File: config.mk
export PLATFORM = sky130hd
export DESIGN_NAME = adc2w_readout
export DESIGN_NICKNAME = d
export VERILOG_FILES = /design/src/rtl/adc2w_pkg.sv /design/src/rtl/adc2w_sclk_sync.sv /design/src/rtl/adc2w_hold_timer.sv /design/src/rtl/adc2w_shift_ctl.sv /design/src/rtl/adc2w_readout.sv
export SDC_FILE = /design/constraint.sdc
export NUM_CORES = 1
export LEC_CHECK = 0
export BUFFER_PORTS_ARGS = -buffer_cell sky130_fd_sc_hd__buf_4
export CORE_UTILIZATION = 40
export DETAILED_ROUTE_END_ITERATION = 6
export PLACE_DENSITY = 0.6
export SLEW_MARGIN = 30
export SYNTH_ARGS = -nofsm -noshare
export SYNTH_HDL_FRONTEND = slang
export SYNTH_SLANG_ARGS = --single-unit
File: constraint.sdc
create_clock -name clk -period 1.7 [get_ports clk]
set_input_delay 0 -clock clk [delete_from_list [all_inputs] [get_ports clk]]
set_output_delay 0 -clock clk [all_outputs]
set_load 0.02 [all_outputs]
File: src/rtl/adc2w_pkg.sv
package adc2w_pkg;
  localparam int unsigned RESULT_W_DEF  = 24;
  localparam int unsigned HOLD_DEF      = 32;
  localparam int unsigned SYNC_DEF      = 2;
endpackage

File: src/rtl/adc2w_sclk_sync.sv
module adc2w_sclk_sync #(
  parameter int unsigned STAGES = 2
) (
  input  logic clk,
  input  logic rst,
  input  logic async_in,
  output logic lvl,
  output logic rise,
  output logic fall
);
  logic [STAGES-1:0] pipe;
  logic              prev;

  generate
    if (STAGES == 1) begin : g_one
      always_ff @(posedge clk) begin
        if (rst) pipe <= '0;
        else     pipe <= async_in;
      end
    end else begin : g_many
      always_ff @(posedge clk) begin
        if (rst) pipe <= '0;
        else     pipe <= {pipe[STAGES-2:0], async_in};
      end
    end
  endgenerate

  always_ff @(posedge clk) begin
    if (rst) prev <= 1'b0;
    else     prev <= pipe[STAGES-1];
  end

  assign lvl  = pipe[STAGES-1];
  assign rise = pipe[STAGES-1] & ~prev;
  assign fall = ~pipe[STAGES-1] & prev;
endmodule

File: src/rtl/adc2w_hold_timer.sv
module adc2w_hold_timer #(
  parameter int unsigned LIMIT = 32
) (
  input  logic clk,
  input  logic rst,
  input  logic enable,
  input  logic level,
  output logic expired
);
  localparam int unsigned W = $clog2(LIMIT + 1);
  localparam logic [W-1:0] LIM = W'(LIMIT);

  logic [W-1:0] count;

  always_ff @(posedge clk) begin
    if (rst || !enable || !level) count <= '0;
    else if (count != LIM)        count <= count + 1'b1;
  end

  assign expired = (count == LIM);
endmodule

File: src/rtl/adc2w_shift_ctl.sv
module adc2w_shift_ctl #(
  parameter int unsigned WIDTH = 24
) (
  input  logic             clk,
  input  logic             rst,
  input  logic             ser_lvl,
  input  logic             ser_rise,
  input  logic             ser_fall,
  input  logic             hold_exp,
  input  logic             conv_valid,
  input  logic [WIDTH-1:0] conv_result,
  output logic             line_o,
  output logic             cal_o,
  output logic             asleep_o,
  output logic             pending_o
);
  localparam int unsigned CW = $clog2(WIDTH + 3);
  localparam logic [CW-1:0] LAST_BIT = CW'(WIDTH);
  localparam logic [CW-1:0] RELEASE  = CW'(WIDTH + 1);
  localparam logic [CW-1:0] CAL_CNT  = CW'(WIDTH + 2);

  logic [WIDTH-1:0] shreg;
  logic [CW-1:0]    cnt;
  logic             pending;
  logic             cal_arm;
  logic             cal_wake;
  logic             asleep;
  logic             line_q;
  logic             cal_q;

  always_ff @(posedge clk) begin
    if (rst) begin
      shreg    <= '0;
      cnt      <= '0;
      pending  <= 1'b0;
      cal_arm  <= 1'b0;
      cal_wake <= 1'b0;
      asleep   <= 1'b0;
      line_q   <= 1'b1;
      cal_q    <= 1'b0;
    end else begin
      cal_q <= 1'b0;
      if (asleep) begin
        if (!ser_lvl) begin
          asleep   <= 1'b0;
          cnt      <= '0;
          cal_q    <= cal_wake;
          cal_wake <= 1'b0;
        end
      end else if (hold_exp) begin
        asleep   <= 1'b1;
        line_q   <= 1'b1;
        pending  <= 1'b0;
        cal_wake <= cal_arm;
        cal_arm  <= 1'b0;
      end else if (conv_valid) begin
        shreg   <= conv_result;
        line_q  <= 1'b0;
        cnt     <= '0;
        pending <= 1'b1;
        cal_arm <= 1'b0;
      end else if (pending && ser_rise) begin
        if (cnt < LAST_BIT) begin
          line_q <= shreg[WIDTH-1];
          shreg  <= {shreg[WIDTH-2:0], 1'b0};
          cnt    <= cnt + 1'b1;
        end else if (cnt == LAST_BIT) begin
          line_q <= 1'b1;
          cnt    <= RELEASE;
        end else if (cnt == RELEASE) begin
          cnt     <= CAL_CNT;
          cal_arm <= 1'b1;
        end
      end else if (cal_arm && ser_fall) begin
        cal_q   <= 1'b1;
        cal_arm <= 1'b0;
        pending <= 1'b0;
      end
    end
  end

  assign line_o    = line_q;
  assign cal_o     = cal_q;
  assign asleep_o  = asleep;
  assign pending_o = pending & ~asleep;
endmodule

File: src/rtl/adc2w_readout.sv
module adc2w_readout
  import adc2w_pkg::*;
#(
  parameter int unsigned WIDTH       = RESULT_W_DEF,
  parameter int unsigned HOLD_CYCLES = HOLD_DEF,
  parameter int unsigned SYNC_STAGES = SYNC_DEF
) (
  input  logic             clk,
  input  logic             rst,
  input  logic             ser_clk,
  input  logic             conv_valid,
  input  logic [WIDTH-1:0] conv_result,
  output logic             rdy_data,
  output logic             cal_req,
  output logic             sleep_o
);
  logic ser_lvl;
  logic ser_rise;
  logic ser_fall;
  logic hold_exp;
  logic pending;

  adc2w_sclk_sync #(.STAGES(SYNC_STAGES)) u_sync (
    .clk      (clk),
    .rst      (rst),
    .async_in (ser_clk),
    .lvl      (ser_lvl),
    .rise     (ser_rise),
    .fall     (ser_fall)
  );

  adc2w_hold_timer #(.LIMIT(HOLD_CYCLES)) u_timer (
    .clk     (clk),
    .rst     (rst),
    .enable  (pending),
    .level   (ser_lvl),
    .expired (hold_exp)
  );

  adc2w_shift_ctl #(.WIDTH(WIDTH)) u_ctl (
    .clk         (clk),
    .rst         (rst),
    .ser_lvl     (ser_lvl),
    .ser_rise    (ser_rise),
    .ser_fall    (ser_fall),
    .hold_exp    (hold_exp),
    .conv_valid  (conv_valid),
    .conv_result (conv_result),
    .line_o      (rdy_data),
    .cal_o       (cal_req),
    .asleep_o    (sleep_o),
    .pending_o   (pending)
  );
endmodule

Word-level counts from Yosys, hierarchy flattened
Index checks and enable logic that the tools add are counted.

cells by class
  $add $sub $neg = 2
  order comparisons = 1
  equality and inequality tests = 10
  multiplexer cells = 38
  bitwise gates (word level) = 7
  reduce and logical (&&, ||, !) cells = 21

operator list
  kind                 number
  $mux 24              3
  $mux 5               8
  $mux 1               27
  $ne 4x4->1 const B   3
  $eq 5x5->1 const B   2
  $reduce_bool 3->1    3
  $reduce_and 4->1     2
  $reduce_bool 4->1    2
  $add 6x1->6 const B  1
  $eq 6x6->1 const B   1
  $ne 6x6->1 const B   1
  $reduce_and 3->1     2
  $reduce_bool 2->1    3
  $add 5x1->5 const B  1
  $lt 5x5->1 const B   1
  $reduce_and 5->1     1
  $reduce_bool 5->1    1
  $not 1->1            4
  $and 1x1->1          3
  $ne 3x3->1 const B   1
  $logic_and 1x1->1    2
  $logic_not 1->1      2
  $logic_or 1x1->1     2
  $ne 2x1->1 const B   1
  2 further kinds      2

word-level totals
  bits in registers = 44
  input bits = 28
  output and inout bits = 3
  logic and storage cells = 90

Longest topological paths before layout
  depth in word-level cells = 8
  depth in mapped cells = 7
  depth with buffers taken out = 6

By module
From an unflattened synthesis, not the netlist that was laid out.

second synthesis, totals
  cell total of the unflattened synthesis = 234
  area total of the unflattened synthesis = 2,170.8 µm²

modules (own cells, without submodules)
  module            instances  cells an instance  area each (µm²)  seq. area each (µm²)
  adc2w_shift_ctl   1          193                1,769.2          700.7
  adc2w_hold_timer  1          33                 310.3            120.1
  adc2w_sclk_sync   1          8                  91.3             60.1

Least setup slack after synthesis
OpenSTA, ideal clock, no wires.

  path kind = reg2reg
  from = register u_timer.count[0]
  to = register u_ctl.cnt[3]
  setup time = 73 ps
  data arrival time = 1,549 ps
  required time = 1,627 ps
  slack = 78 ps
  stages on the path, launching flop included = 8
  buffers on the path = 1
  clock period less this slack = 1,622 ps
  cells stage by stage = dfxtp_1 > inv_1 > ha_1 > nand4bb_1 > nor2_1 > buf_2 > or4_1 > o211ai_2

between the ends
  longest elaborated chain between the ends = 3

RTL lines
  what                        RTL line                RTL
  start, declared             adc2w_hold_timer.sv:13  logic [W-1:0] count;
  start signal, assigned      adc2w_hold_timer.sv:17  else if (count != LIM) count <= count + 1'b1;
  $eq 6x6->1                  adc2w_hold_timer.sv:20  assign expired = (count == LIM);
  $ne 2x1->1 (no line)        -
  $reduce_and 4->1 (no line)  -
  end signal, assigned        adc2w_shift_ctl.sv:66   cnt <= cnt + 1'b1;
  end, declared               adc2w_shift_ctl.sv:23   logic [CW-1:0] cnt;

Every way passes these cells.
A chain may end at the register's enable or synchronous reset.

Worst setup path in the final report
  from = register u_ctl.cnt[0]
  to = register u_ctl.cnt[3]

between the ends
  longest elaborated chain between the ends = 7
  elaborated cells between the ends (all ways) = 12
  classes of those cells = add/sub (1); order compare (1); eq/ne (2); mux (6); reduce/logical (2)

RTL lines
  what
  branches (longest 7 deep; another with $add 5x1->5)

Several ways; the timed one is not identified. The select of a mux whose other input is x is not followed.

==> summary.md <==
| Metric | Value |
|---|---|
| Skew final | `0.007260 ns` |
| Worst-path cell chain | `inv_1 -> ha_1 -> nor2_1 -> o21a_1 -> or4_1 -> o211ai_2` |
| Post-synth EDFFs | `0` |
| CP Capture Type | `register` |
| CORE AREA | `5107 µm²` |
| Final worst-path cycle share | `0.9457` |
| First-pass GRT wire length | `7548 µm` |
| Critical Path RT | `1.93 ns` |
| Place WS | `0.03911 ns` |
| MaxCap Viol Count | `0` |
| Peak VDD IR | `0.4024 mV` |
| Post-synthesis cell type count | `44` |
| H-tree depth | `2` |
| Rel. slew slack | `0.7180` |
| #FFs+latches synth | `44` |
| WS Path Type | `register to register` |
| CP bufs+invs | `1` |
| Async S/R FF share, synth | `0` |
| Final Critical Period | `1.608 ns` |
| Die width | `75.01 µm` |
| Post-DP HPWL | `3234 µm` |
| Synth Net Count | `262` |
| Syn Inst Count | `229` |
| Initial DRC Count | `123` |
| GR Util All Layers | `0.1751` |
| Fmax | `0.6220 GHz` |
| TritonCTS buffer count | `5` |
| Initial antenna violation count | `0` |
| IO buf count | `30` |
| Arrival time worst endpoint | `1.84 ns` |
| Ys Warns | `0` |
| Sequential share of the synthesized area | `0.4131` |
| Core Util, Final | `0.5252` |
| R2R setup slack | `0.09 ns` |
| Vias in the first global route | `1,632` |
| Vias per cell | `5.258` |
| Total Routed Length | `4667 µm` |
| Placed insts | `327` |
| Final hold slack | `0.009289 ns` |
| Routed vias | `1,772` |
| Post-synth top area share | `0.4131` |
| Fin. max-slew vios | `0` |
| Area of the mapped netlist | `2132 µm²` |
| Slowest-stage cell, CP | `or4_1` |
| Leakage | `1.076 nW` |
| Worst-case clock buffer depth | `2` |
| Sink Count | `44` |
| Fill cell count | `510` |
| Ports | `31` |
| Pwr dens | `835.7 nW/µm²` |
| Syn avg cell area | `9.310 µm²` |
| Largest cells by area after synthesis | `dfxtp_1 (41%), mux2i_1 (12%), a211oi_1 (8.1%), a21oi_1 (7.0%), ha_1 (2.9%)` |
| Reg area | `883.3 µm²` |
| RSZ-0062 raised after global routing | `false` |
| Critical path's top delay family | `simple AND/OR/NAND/NOR gates` |
| Setup violators final | `0` |
| Multi-input gate area | `1172 µm²` |
| Area of the die | `5626 µm²` |
| Largest net degree at the start of global routing | `26` |
| Layout net count | `299` |
| Final cell count without fillers | `337` |
| Clk_lat worst skew | `0.29 ns` |
| First-pass iteration count of the detailed router | `4` |
| Final Hold Vio Count | `0` |
| Clock root buffer | `clkbuf_8` |
| Synth Flop Type | `dfxtp_1` |
| Leading area contributor after synthesis | `dfxtp_1` |
| Die Ht | `75.01 µm` |
| Status | `finished, final reports clean` |
| Row count | `26` |
| Grt ovf | `0` |
| Synth-to-Final Area Change | `25.82%` |
| Wire per inst | `13.85 µm` |
| CTS tree | `done` |
| Drt drc | `0` |
| # diodes | `0` |
| TNS Setup | `0 ns` |
| Crit-path max cell delay | `0.50 ns` |
| Clk pin slew, worst setup/hold paths | `0.09 ns` |
| CP Max Fanout | `6` |
| Initial Utilization | `0.4174` |
| Share of cells above drive strength 1 | `0.2547` |
| Routed Antenna Nets | `0` |
| Worst setup margin | `0.09237 ns` |
| CP startpoint kind | `register` |
| Worst-margin pin slew | `0.4230 ns` |
| Final Wtd Congestion | `0.8266` |
| Hold WC Path Type | `input pin to register` |
## final timing paths
path,from,end,depth (start not counted)
hold reg to reg,u_sync.pipe[0],u_sync.pipe[1],1
hold / removal,rst,u_ctl.cal_o,2
setup / recovery,u_ctl.cnt[0],u_ctl.cnt[3],6
setup reg to reg,u_ctl.cnt[0],u_ctl.cnt[3],6
## where the power goes
group | internal (mW) | switching (mW)
registers | 1.08 | 0.0300
logic | 0.143 | 0.134
clock network | 0.481 | 0.369
total | 1.71 | 0.534
## registers in the layout, summed over array words and instances, names as in the netlist, 2 cells and up
| name | cells |
|---|---|
| u_ctl.shreg | 24 |
| u_ctl.cnt | 5 |
| u_sync.pipe | 2 |
| u_timer.count | 6 |
## per-layer routing
| metal | GRT usage | share of wire | wire length (µm) | vias to the layer above |
|---|---|---|---|---|
| met4 | 0.05660 | 0.0047 | 22 | 0 |
| li1 | - | - | - | 919 |
| met5 | 0 | 0 | 0 | - |
| met1 | 0.2558 | 0.53 | 2471 | 822 |
| met2 | 0.2563 | 0.44 | 2042 | 29 |
| met3 | 0.03748 | 0.028 | 131 | 2 |
## cell type report
class                      count  area share
multi-input combinational    161      0.4370
clock buffer                   6     0.03078
sequential                    44      0.3293
tap                           70     0.03265
clock inverter                 2     0.01446
inverter                       8     0.01119
timing repair buffer          46      0.1446
## cells by family after synthesis
| kind of cell | after synthesis | synth area share |
|---|---|---|
| fa+ha+maj | 5 | 0.02934 |
| flops | 44 | 0.4131 |
| xor+xnor | 5 | 0.02054 |
| simple gates | 56 | 0.1532 |
| compound gates | 69 | 0.2101 |
| buf+inv | 24 | 0.05165 |
| mux | 26 | 0.1221 |
## placed cells by master, fill, tap and decap left out, drive strengths merged, types with 2 or more instances in the layout
| cell type | instances |
|---|---|
| nor3b | 2 |
| nor3 | 6 |
| o21ai | 2 |
| nand2 | 13 |
| xnor2 | 3 |
| or3 | 2 |
| inv | 8 |
| mux2i | 26 |
| dlygate4sd3 | 2 |
| nand3 | 6 |
| xor2 | 2 |
| buf | 44 |
| o211ai | 5 |
| and2 | 2 |
| nand3b | 2 |
| dfxtp | 44 |
| nor4 | 2 |
| ha | 5 |
| a211oi | 23 |
| a21oi | 30 |
| o22ai | 2 |
| or4 | 3 |
| nor2b | 2 |
| a31oi | 2 |
| nor2 | 8 |
| clkbuf | 6 |
## synthesized netlist by cell type, types with 3 or more instances
cell type and count:
nor2_1 8, mux2i_1 26, nand3_1 6, or4_1 3, nand2_1 13, ha_1 5, buf_2 10, nor3_1 3
inv_1 7, o211ai_1 4, a21oi_1 30, a211oi_1 23, dfxtp_1 44, clkbuf_1 5, xnor2_1 3
## through the flow
stage / power (mW) / area [µm²]
detailed placement: 1.408 / 2511
CTS: 2.264 / 2653
global placement: 1.407 / 2511
global route: 2.337 / 2683
finish: 2.242 / 2683
floorplan: 1.305 / 2132
## what timing repair did
action | 4_1_cts | 5_1_grt
buffers inserted | 0 | 0
gates resized for setup | 0 | 9
hold buffers | 2 | 0
endpoints found under the hold margin | 2 | 0
setup endpoints to repair | 0 | 20
No activity file was read; power rests on OpenSTA's default activity.
